<file path="config.mk">
export PLATFORM = sky130hd
export DESIGN_NAME = nand_erase_seq
export DESIGN_NICKNAME = d
export VERILOG_FILES = /design/src/rtl/nand_erase_pkg.sv /design/src/rtl/erase_dp.sv /design/src/rtl/erase_ctrl.sv /design/src/rtl/nand_erase_seq.sv
export SDC_FILE = /design/constraint.sdc
export NUM_CORES = 1
export LEC_CHECK = 0
export CAP_MARGIN = 20
export CORE_ASPECT_RATIO = 2
export CORE_UTILIZATION = 57
export DETAILED_ROUTE_END_ITERATION = 10
export PLACE_DENSITY_LB_ADDON = 0.12
export REMOVE_ABC_BUFFERS = 1
export SYNTH_ARGS = -nofsm -noshare
export SYNTH_HDL_FRONTEND = slang
export SYNTH_SLANG_ARGS = --single-unit
</file>
<file path="constraint.sdc">
create_clock -name clk -period 4.25 [get_ports clk]
set_clock_uncertainty 0.05 [all_clocks]
set_input_delay 1.275 -clock clk [delete_from_list [all_inputs] [get_ports clk]]
set_output_delay 1.275 -clock clk [all_outputs]
set_load 0.02 [all_outputs]
</file>
<file path="src/rtl/nand_erase_pkg.sv">
`timescale 1ns/1ps
package nand_erase_pkg;

  typedef enum logic [1:0] {
    OP_NONE,
    OP_CMD,
    OP_ADDR,
    OP_READ
  } busOp_e;

  // strobes from control to datapath
  typedef struct packed {
    logic   loadRow;
    logic   start;
    busOp_e op;
    logic [7:0] cmd;
    logic   clrTimer;
    logic   runTimer;
  } ctrlStrobe_t;

  // feedback from datapath to control
  typedef struct packed {
    logic cycleDone;
    logic engIdle;
    logic lastAddr;
    logic flashReady;
    logic flashFail;
    logic timedOut;
  } dpStatus_t;

  localparam logic [7:0] CMD_ERASE_SETUP = 8'h60;
  localparam logic [7:0] CMD_ERASE_GO    = 8'hD0;
  localparam logic [7:0] CMD_STATUS      = 8'h70;
  localparam logic [7:0] CMD_RESET       = 8'hFF;
  localparam int STAT_READY_BIT = 6;
  localparam int STAT_FAIL_BIT  = 0;

endpackage

</file>
<file path="src/rtl/erase_dp.sv">
`timescale 1ns/1ps
module erase_dp
  import nand_erase_pkg::*;
#(
  parameter int BLOCK_W    = 12,
  parameter int ROW_CYCLES = 3,
  parameter int PAGE_BITS  = 6,
  parameter int TMO_W      = 16
) (
  input  logic               clk,
  input  logic               rstN,
  input  ctrlStrobe_t        strobe,
  input  logic [BLOCK_W-1:0] reqBlock,
  input  logic [TMO_W-1:0]   timeoutLimit,
  input  logic [7:0]         ioIn,
  output dpStatus_t          status,
  output logic               cle,
  output logic               ale,
  output logic               weN,
  output logic               reN,
  output logic [7:0]         ioOut,
  output logic               ioOe
);

  localparam int ROW_W    = 8 * ROW_CYCLES;
  localparam int BLK_USED = (BLOCK_W < ROW_W - PAGE_BITS) ? BLOCK_W : (ROW_W - PAGE_BITS);
  localparam int IDX_W    = (ROW_CYCLES > 1) ? $clog2(ROW_CYCLES) : 1;
  localparam logic [7:0] PAGE_MASK = (PAGE_BITS >= 8) ? 8'hFF : 8'((1 << PAGE_BITS) - 1);

  logic [ROW_W-1:0] rowAddr, rowNext;
  logic [IDX_W-1:0] addrIdx;
  logic [7:0]       addrByte;
  logic             active, phase, cycleDone;
  busOp_e           curOp;
  logic             readyQ, failQ;
  logic [TMO_W-1:0] timer;

  // row value: block above the page field, page field zero
  always_comb begin
    rowNext = '0;
    rowNext[PAGE_BITS +: BLK_USED] = reqBlock[BLK_USED-1:0];
  end

  assign addrByte = 8'(rowAddr >> {addrIdx, 3'b000});

  always_ff @(posedge clk or negedge rstN) begin
    if (!rstN) begin
      rowAddr <= '0;
      addrIdx <= '0;
    end else if (strobe.loadRow) begin
      rowAddr <= rowNext;
      addrIdx <= '0;
    end else if (cycleDone && curOp == OP_ADDR) begin
      addrIdx <= addrIdx + 1'b1;
    end
  end

  // two-clock bus cycle engine
  always_ff @(posedge clk or negedge rstN) begin
    if (!rstN) begin
      active    <= 1'b0;
      phase     <= 1'b0;
      cycleDone <= 1'b0;
      curOp     <= OP_NONE;
      cle       <= 1'b0;
      ale       <= 1'b0;
      weN       <= 1'b1;
      reN       <= 1'b1;
      ioOut     <= 8'h00;
      ioOe      <= 1'b0;
    end else begin
      cycleDone <= 1'b0;
      if (!active) begin
        if (strobe.start) begin
          active <= 1'b1;
          phase  <= 1'b0;
          curOp  <= strobe.op;
          cle    <= (strobe.op == OP_CMD);
          ale    <= (strobe.op == OP_ADDR);
          weN    <= !(strobe.op == OP_CMD || strobe.op == OP_ADDR);
          reN    <= !(strobe.op == OP_READ);
          ioOe   <= (strobe.op == OP_CMD || strobe.op == OP_ADDR);
          ioOut  <= (strobe.op == OP_ADDR) ? addrByte : strobe.cmd;
        end
      end else if (!phase) begin
        phase <= 1'b1;
        weN   <= 1'b1;
        reN   <= 1'b1;
      end else begin
        active    <= 1'b0;
        phase     <= 1'b0;
        cle       <= 1'b0;
        ale       <= 1'b0;
        ioOe      <= 1'b0;
        cycleDone <= 1'b1;
      end
    end
  end

  // status byte capture at the end of the read-low phase
  always_ff @(posedge clk or negedge rstN) begin
    if (!rstN) begin
      readyQ <= 1'b0;
      failQ  <= 1'b0;
    end else if (active && !phase && curOp == OP_READ) begin
      readyQ <= ioIn[STAT_READY_BIT];
      failQ  <= ioIn[STAT_FAIL_BIT];
    end
  end

  always_ff @(posedge clk or negedge rstN) begin
    if (!rstN)                                   timer <= '0;
    else if (strobe.clrTimer)                    timer <= '0;
    else if (strobe.runTimer && timer != '1)     timer <= timer + 1'b1;
  end

  always_comb begin
    status.cycleDone  = cycleDone;
    status.engIdle    = !active;
    status.lastAddr   = (addrIdx == IDX_W'(ROW_CYCLES - 1));
    status.flashReady = readyQ;
    status.flashFail  = failQ;
    status.timedOut   = (timer >= timeoutLimit);
  end

  p_strobe_excl_r10: assert property (@(posedge clk) disable iff (!rstN)
    !(cle && ale) && !(!weN && !reN));

  p_page_zero_r3: assert property (@(posedge clk) disable iff (!rstN)
    (ale && !weN && addrIdx == '0) |-> ((ioOut & PAGE_MASK) == 8'h00));

  p_no_drive_read_r9: assert property (@(posedge clk) disable iff (!rstN)
    !reN |-> !ioOe);

endmodule

</file>
<file path="src/rtl/erase_ctrl.sv">
`timescale 1ns/1ps
module erase_ctrl
  import nand_erase_pkg::*;
(
  input  logic        clk,
  input  logic        rstN,
  input  logic        reqValid,
  input  dpStatus_t   dpStat,
  output logic        reqReady,
  output logic        doneValid,
  output logic        donePass,
  output ctrlStrobe_t strobe
);

  typedef enum logic [2:0] {
    S_IDLE, S_SETUP, S_ADDR, S_CONF, S_POLLCMD, S_POLLREAD, S_ABORT, S_DONE
  } state_e;

  state_e state, stateNext;
  logic   launch;

  assign launch = dpStat.engIdle && !dpStat.cycleDone;

  always_comb begin
    strobe    = '0;
    stateNext = state;
    unique case (state)
      S_IDLE: if (reqValid) begin
        strobe.loadRow = 1'b1;
        stateNext      = S_SETUP;
      end
      S_SETUP: begin
        strobe.op    = OP_CMD;
        strobe.cmd   = CMD_ERASE_SETUP;
        strobe.start = launch;
        if (dpStat.cycleDone) stateNext = S_ADDR;
      end
      S_ADDR: begin
        strobe.op    = OP_ADDR;
        strobe.start = launch;
        if (dpStat.cycleDone && dpStat.lastAddr) stateNext = S_CONF;
      end
      S_CONF: begin
        strobe.op    = OP_CMD;
        strobe.cmd   = CMD_ERASE_GO;
        strobe.start = launch;
        if (dpStat.cycleDone) begin
          strobe.clrTimer = 1'b1;
          stateNext       = S_POLLCMD;
        end
      end
      S_POLLCMD: begin
        strobe.runTimer = 1'b1;
        strobe.op       = OP_CMD;
        strobe.cmd      = CMD_STATUS;
        strobe.start    = launch;
        if (dpStat.cycleDone) stateNext = S_POLLREAD;
      end
      S_POLLREAD: begin
        strobe.runTimer = 1'b1;
        strobe.op       = OP_READ;
        strobe.start    = launch;
        if (dpStat.cycleDone) begin
          if (dpStat.flashReady)    stateNext = S_DONE;
          else if (dpStat.timedOut) stateNext = S_ABORT;
          else                      stateNext = S_POLLCMD;
        end
      end
      S_ABORT: begin
        strobe.op    = OP_CMD;
        strobe.cmd   = CMD_RESET;
        strobe.start = launch;
        if (dpStat.cycleDone) stateNext = S_DONE;
      end
      S_DONE:  stateNext = S_IDLE;
      default: stateNext = S_IDLE;
    endcase
  end

  always_ff @(posedge clk or negedge rstN) begin
    if (!rstN) begin
      state    <= S_IDLE;
      donePass <= 1'b0;
    end else begin
      state <= stateNext;
      if (state == S_POLLREAD && dpStat.cycleDone && dpStat.flashReady)
        donePass <= !dpStat.flashFail;
      else if (state == S_ABORT)
        donePass <= 1'b0;
    end
  end

  assign reqReady  = (state == S_IDLE);
  assign doneValid = (state == S_DONE);

  p_done_pulse_r6: assert property (@(posedge clk) disable iff (!rstN)
    doneValid |=> !doneValid);

  p_pass_needs_ready_r6: assert property (@(posedge clk) disable iff (!rstN)
    (doneValid && donePass) |-> (dpStat.flashReady && !dpStat.flashFail));

  p_hold_off_r8: assert property (@(posedge clk) disable iff (!rstN)
    (reqValid && reqReady) |=> !reqReady);

  p_busy_cmds_r9: assert property (@(posedge clk) disable iff (!rstN)
    (strobe.start && strobe.op == OP_CMD &&
     (state == S_POLLCMD || state == S_POLLREAD || state == S_ABORT))
    |-> (strobe.cmd == CMD_STATUS || strobe.cmd == CMD_RESET));

endmodule

</file>
<file path="src/rtl/nand_erase_seq.sv">
`timescale 1ns/1ps
module nand_erase_seq
  import nand_erase_pkg::*;
#(
  parameter int BLOCK_W    = 12,
  parameter int ROW_CYCLES = 3,
  parameter int PAGE_BITS  = 6,
  parameter int TMO_W      = 16
) (
  input  logic               clk,
  input  logic               rstN,
  input  logic               reqValid,
  output logic               reqReady,
  input  logic [BLOCK_W-1:0] reqBlock,
  input  logic [TMO_W-1:0]   timeoutLimit,
  output logic               doneValid,
  output logic               donePass,
  output logic               nandCle,
  output logic               nandAle,
  output logic               nandWeN,
  output logic               nandReN,
  output logic [7:0]         nandIoOut,
  output logic               nandIoOe,
  input  logic [7:0]         nandIoIn
);

  ctrlStrobe_t strobe;
  dpStatus_t   dpStat;

  erase_ctrl u_ctrl (
    .clk       (clk),
    .rstN      (rstN),
    .reqValid  (reqValid),
    .dpStat    (dpStat),
    .reqReady  (reqReady),
    .doneValid (doneValid),
    .donePass  (donePass),
    .strobe    (strobe)
  );

  erase_dp #(
    .BLOCK_W    (BLOCK_W),
    .ROW_CYCLES (ROW_CYCLES),
    .PAGE_BITS  (PAGE_BITS),
    .TMO_W      (TMO_W)
  ) u_dp (
    .clk          (clk),
    .rstN         (rstN),
    .strobe       (strobe),
    .reqBlock     (reqBlock),
    .timeoutLimit (timeoutLimit),
    .ioIn         (nandIoIn),
    .status       (dpStat),
    .cle          (nandCle),
    .ale          (nandAle),
    .weN          (nandWeN),
    .reN          (nandReN),
    .ioOut        (nandIoOut),
    .ioOe         (nandIoOe)
  );

endmodule

</file>
---- After elaboration in Yosys (flattened, before gate mapping) ----
Index checks and enable logic that the tools add are counted.
word-level totals
  output and inout port bits .............. 16
  flip-flop bits (word level) ............. 54
operators by class
  add/sub/neg operators ................... 2
  equal/unequal tests ..................... 23
  shift operators ......................... 1
  bitwise operators ....................... 1
  order comparisons ....................... 1
  mux-type cells .......................... 43
  reductions and logical operators ........ 26
operators with widths
  operator                                                number
  two-way mux 16 bit                                      2
  case mux 8 bit (4 select lines)                         1
  two-way mux 1 bit                                       26
  two-way mux 3 bit                                       8
  case mux 3 bit (8 select lines)                         1
  >> shifter 18 x 5 -> 8 bit                              1
  adder 16 x 1 -> 16 bit (second input constant)          1
  >= comparator 16 bit                                    1
  inequality test 16 bit (second input constant)          1
  equality test 3 bit (second input constant)             4
  inequality test 2 x 1 -> 1 bit (second input constant)  6
  equality test 2 bit (second input constant)             5
  case mux 3 bit (3 select lines)                         1
  logical AND 1 bit                                       8
  two-way mux 8 bit                                       1
  nonzero test 2 bit                                      4
  AND reduction 7 bit                                     1
  equality test 3 x 2 -> 1 bit (second input constant)    2
  logical NOT 1 bit                                       6
  two-way mux 2 bit                                       3
  inequality test 2 bit (second input constant)           3
  AND reduction 2 bit                                     3
  OR reduction 4 bit                                      1
  equality test 3 x 1 -> 1 bit (second input constant)    1
  other kinds (6)                                         6

---- Longest topological paths before layout ----
  word-level depth ........................ 8
  gate-level depth with buffers ........... 11

---- Cells and area by module ----
Synthesis repeated with hierarchy kept, for this count alone.
unflattened totals
  cells, all modules ...................... 324
  area, all modules ....................... 3134.3 um2
by module, submodules not included
  module      sequential area each (um2)  cells each  times used  area an instance (um2)
  erase_dp    1253.7                      277         1           2770.2
  erase_ctrl  100.1                       47          1           364.1

---- Worst setup path after synthesis ----
Ideal clock, no wire load.
  kind .................................... in2reg
  start ................................... input port timeoutLimit[0]
  end ..................................... register u_ctrl.state[1]
  setup slack ............................. 1668 ps
  data arrival time ....................... 2401 ps
  stages on the path ...................... 6
  cell sequence ........................... ha_1 -> nand2b_1 -> a2111oi_0 -> a2111oi_0 -> nor4_1 -> a211oi_1
between the ends
  word-level cells in the longest chain between the ends .. 5
ends and longest elaborated chain
  element                          RTL line              RTL
  start: declaration               nand_erase_seq.sv:15  input logic [TMO_W-1:0] timeoutLimit,
  >= comparator 16 bit             erase_dp.sv:123       status.timedOut = (timer >= timeoutLimit);
  two-way mux 2 bit                erase_ctrl.sv:65      else if (dpStat.timedOut) stateNext = S_ABORT;
  two-way mux 3 bit                erase_ctrl.sv:64      if (dpStat.flashReady) stateNext = S_DONE;
  two-way mux 3 bit                erase_ctrl.sv:63      if (dpStat.cycleDone) begin
  case mux 3 bit (8 select lines)  erase_ctrl.sv:27      unique case (state)
  end signal: assignment           erase_ctrl.sv:85      state <= stateNext;
  end: declaration                 erase_ctrl.sv:19      state_e state, stateNext;
Every way passes these cells. The select of a mux whose other input is x is not followed.
A chain may end at the register's enable or synchronous reset.

---- Worst setup path after layout ----
  start ................................... register u_ctrl.state[2]
  end ..................................... output port doneValid
between the ends
  word-level cells in the longest chain between the ends .. 1
ends and longest elaborated chain
  element              RTL line              RTL
  equality test 3 bit  erase_ctrl.sv:94      assign doneValid = (state == S_DONE);
  end: declaration     nand_erase_seq.sv:16  output logic doneValid,
Every way passes these cells.

==> impl_metrics.tcl <==
set metrics [dict create \
    status "completed" \
    r2r_slack_ns 1.43 \
    clock_latency_ns 0.31 \
    crit_path_max_fanout 19 \
    min_from "u_dp.ioOut[0]" \
    peakVddDrop_mv 0.528 \
    slowest_delay_ns 0.80 \
    fin_setup_tns_ns 0 \
    hold_path_depth 2 \
    yosysWarnings 0 \
    cts.sinks 54 \
    drv_slew 0 \
    vias 2409 \
    grt_pass1_vias 2430 \
    relSlewSlack_pct 29.8 \
    crit_required_ns 2.92 \
    async_flop_share_pct 100 \
    routed_via_density 5.89 \
    cts.clk_slew.worst_paths_ns 0.10 \
    grt.overflow.total 0 \
    core_area_mm2 0.00509 \
    period_share_pct 77.2 \
    die-area_mm2 0.00560 \
    reg2reg_depth 10 \
    r2r_end "u_dp.ioOut[1]" \
    setup_viol 0 \
    synth_area_leader_cell "dfrtp_1" \
    finalWorstSetupSlack_ns 0.968 \
    syn_area_mm2 0.00302 \
    grt_use_total_pct 25.3 \
    synth_edf_count 0 \
    cts_hold_buffers 0 \
    tritoncts "yes" \
    synthFlopType "dfrtp_1" \
    drt_first_iter_violations 57 \
    syn_inst 300 \
    r2r_start "u_ctrl.state[0]" \
    area_growth_pct 20.7 \
    dp_hpwl_um 4890 \
    wirelength_um 6290 \
    nets 411 \
    fp-row-count 37 \
    cts_max_path_buffers 2 \
    cts_max_level 2 \
    fmaxAchievable_mhz 305 \
    grt_pass1_wl_um 10400 \
    grt_max_degree 38 \
    die_w_um 53.4 \
    worst_pin_slew_ns 1.05 \
    routedWlPerCell_um 15.4 \
    ys_seq_elements 54 \
    grt_antenna_before_repair 0 \
    ant_nets 0 \
    max_cap_violations 0 \
    cp-end-kind "primary output" \
    num_antenna_cells 0 \
    root_buffer "clkbuf_8" \
    hold_end "u_dp.ioOut[0]" \
    min_path_type "flip-flop to flip-flop" \
    cts_setup_buffers 0 \
    power_mw 2.04 \
    synth-seq-area-share_pct 44.9 \
    cp.arrival_ns 1.96 \
    drc_errors 0 \
    initial_utilization_pct 59.2 \
    crit_path_top_delay_cell "dfrtp_1" \
    power.leakage_nw 1.68 \
    cp_cell_sequence "and3_1 -> clkdlybuf4s50_1" \
    yosys-top-cells-area "dfrtp_1, ha_1, mux2_2" \
    start_kind "flip-flop" \
    hold_viol_final 0 \
    synth_cell_type_count 53 \
    power_per_cell_area_mw_per_mm2 561 \
    cts_buffers 5 \
    avgSynthCellArea_um2 10.1 \
    cts_resized 0 \
    layout_min_cycle_time_ns 3.28 \
    netlist.area_leader.share_pct 43.2 \
    dp_slack_ns 0.862 \
    die_h_um 105 \
    drive_above_1_share_pct 11.4 \
    top_level_ports 55 \
    gp_congestion 0.810 \
    path_class "flip-flop to primary output" \
    drtPass1Iterations 4 \
    port-buffer-count 48 \
    rsz0062_at_grt "no" \
]
cells in the mapped netlist, types with 3 or more instances:
cell type / count
clkbuf_1: 3
inv_1: 24
xnor2_1: 3
xor2_1: 8
a31oi_1: 3
and2_1: 3
and3_1: 3
nand2b_1: 3
nand2_1: 28
o21ai_1: 5
a21oi_1: 15
nand4_1: 8
nor2_1: 23
nor3_1: 3
ha_1: 22
mux2_2: 16
dfrtp_1: 52
a21o_1: 4
o21ai_0: 17
nor2b_1: 3
a211oi_1: 4
nand3_1: 7
cell type report:
| cell class | count | area (µm²) |
|---|---|---|
| multi-input cells | 215 | 1540 |
| flip-flops and latches | 54 | 1350 |
| repair buffers | 50 | 490 |
| clock buffers | 6 | 82.6 |
| well taps | 58 | 72.6 |
| clock inverters | 2 | 16.3 |
| fillers | 406 | 1450 |
| inverters | 24 | 90.1 |
sequential cells by signal, summed over array words and instances (netlist names):
register	count
u_ctrl.donePass	1
u_dp.weN	1
u_dp.cle	1
u_dp.reN	1
u_ctrl.state	3
u_dp.addrIdx	2
u_dp.ioOe	1
u_dp.rowAddr	12
u_dp.active	1
u_dp.phase	1
u_dp.cycleDone	1
u_dp.failQ	1
u_dp.ioOut	8
u_dp.timer	16
u_dp.ale	1
u_dp.curOp	2
u_dp.readyQ	1
critical path, delay by kind of cell, from the launching register on:
kind / cells / cell delay [ns]
flip-flops: 1 / 0.80
buffers and inverters: 1 / 0.60
AND/OR/NAND/NOR: 1 / 0.25
kinds of logic (layout without fill, tap and decap cells):
family	count (synthesis)	in the layout	synth area share [%]
AOI/OAI and AO/OA	69	69	15.6
xor gates and xnor gates	11	11	3.20
DFF	54	54	44.9
buffers and inverters	31	82	4.19
adders and majority gates	22	22	9.13
muxes	17	17	6.31
and+or+nand+nor	96	96	16.7
per-layer routing:
metal	vias to the layer above	GRT usage, %	wire length (µm)
met5	-	0	0
met2	61	45.2	3590
met1	1156	27.4	2270
met3	19	3.64	214
li1	1173	-	-
met4	0	11.7	205
placed cells by master (no fill, tap or decap), types with 4 or more instances in the layout:
cell | netlist | layout
dfrtp_1 | 52 | 52
a21o_1 | 4 | 4
a21oi_1 | 15 | 15
a211oi_1 | 4 | 4
clkbuf_8 | 0 | 6
inv_1 | 24 | 24
nor2_1 | 23 | 23
mux2_2 | 16 | 16
clkdlybuf4s50_1 | 0 | 47
nand4_1 | 8 | 8
o21ai_1 | 5 | 5
xor2_1 | 8 | 8
nand2_1 | 28 | 28
ha_1 | 22 | 22
o21ai_0 | 17 | 17
nand3_1 | 7 | 7
where the power goes:
group	leakage (nW)	total, mW	internal [mW]	switching (mW)
sequential	0.690	0.872	0.698	0.174
combinational	0.945	0.862	0.411	0.451
clock	0.0478	0.310	0.135	0.176
total	1.68	2.04	1.24	0.800
worst max-delay path by stage:
stage                           startpoint              end  slack [ns]  cells past startpoint
final                      u_ctrl.state[2]        doneValid        0.97                      2
after detailed placement  timeoutLimit[11]  u_ctrl.state[1]        0.86                      7
after floorplan            timeoutLimit[0]  u_ctrl.state[1]        1.67                      6
after global routing       u_ctrl.state[2]        doneValid        0.87                      2
after global placement    timeoutLimit[11]  u_ctrl.state[1]        0.85                      7
after CTS                  u_ctrl.state[2]        doneValid        0.96                      2
stage by stage:
step / area (µm²) / util (%) / hold slack [ns] / std cells
floorplan: 2980 / - / 0.414 / 293
global placement: 3540 / 69.6 / 0.425 / 401
detailed placement: 3540 / 69.6 / 0.425 / 401
CTS: 3640 / 71.5 / 0.460 / 409
global route: 3640 / 71.5 / 0.480 / 409
finish: 3640 / 71.5 / 0.457 / 409
(Power assumes the default switching activity.)
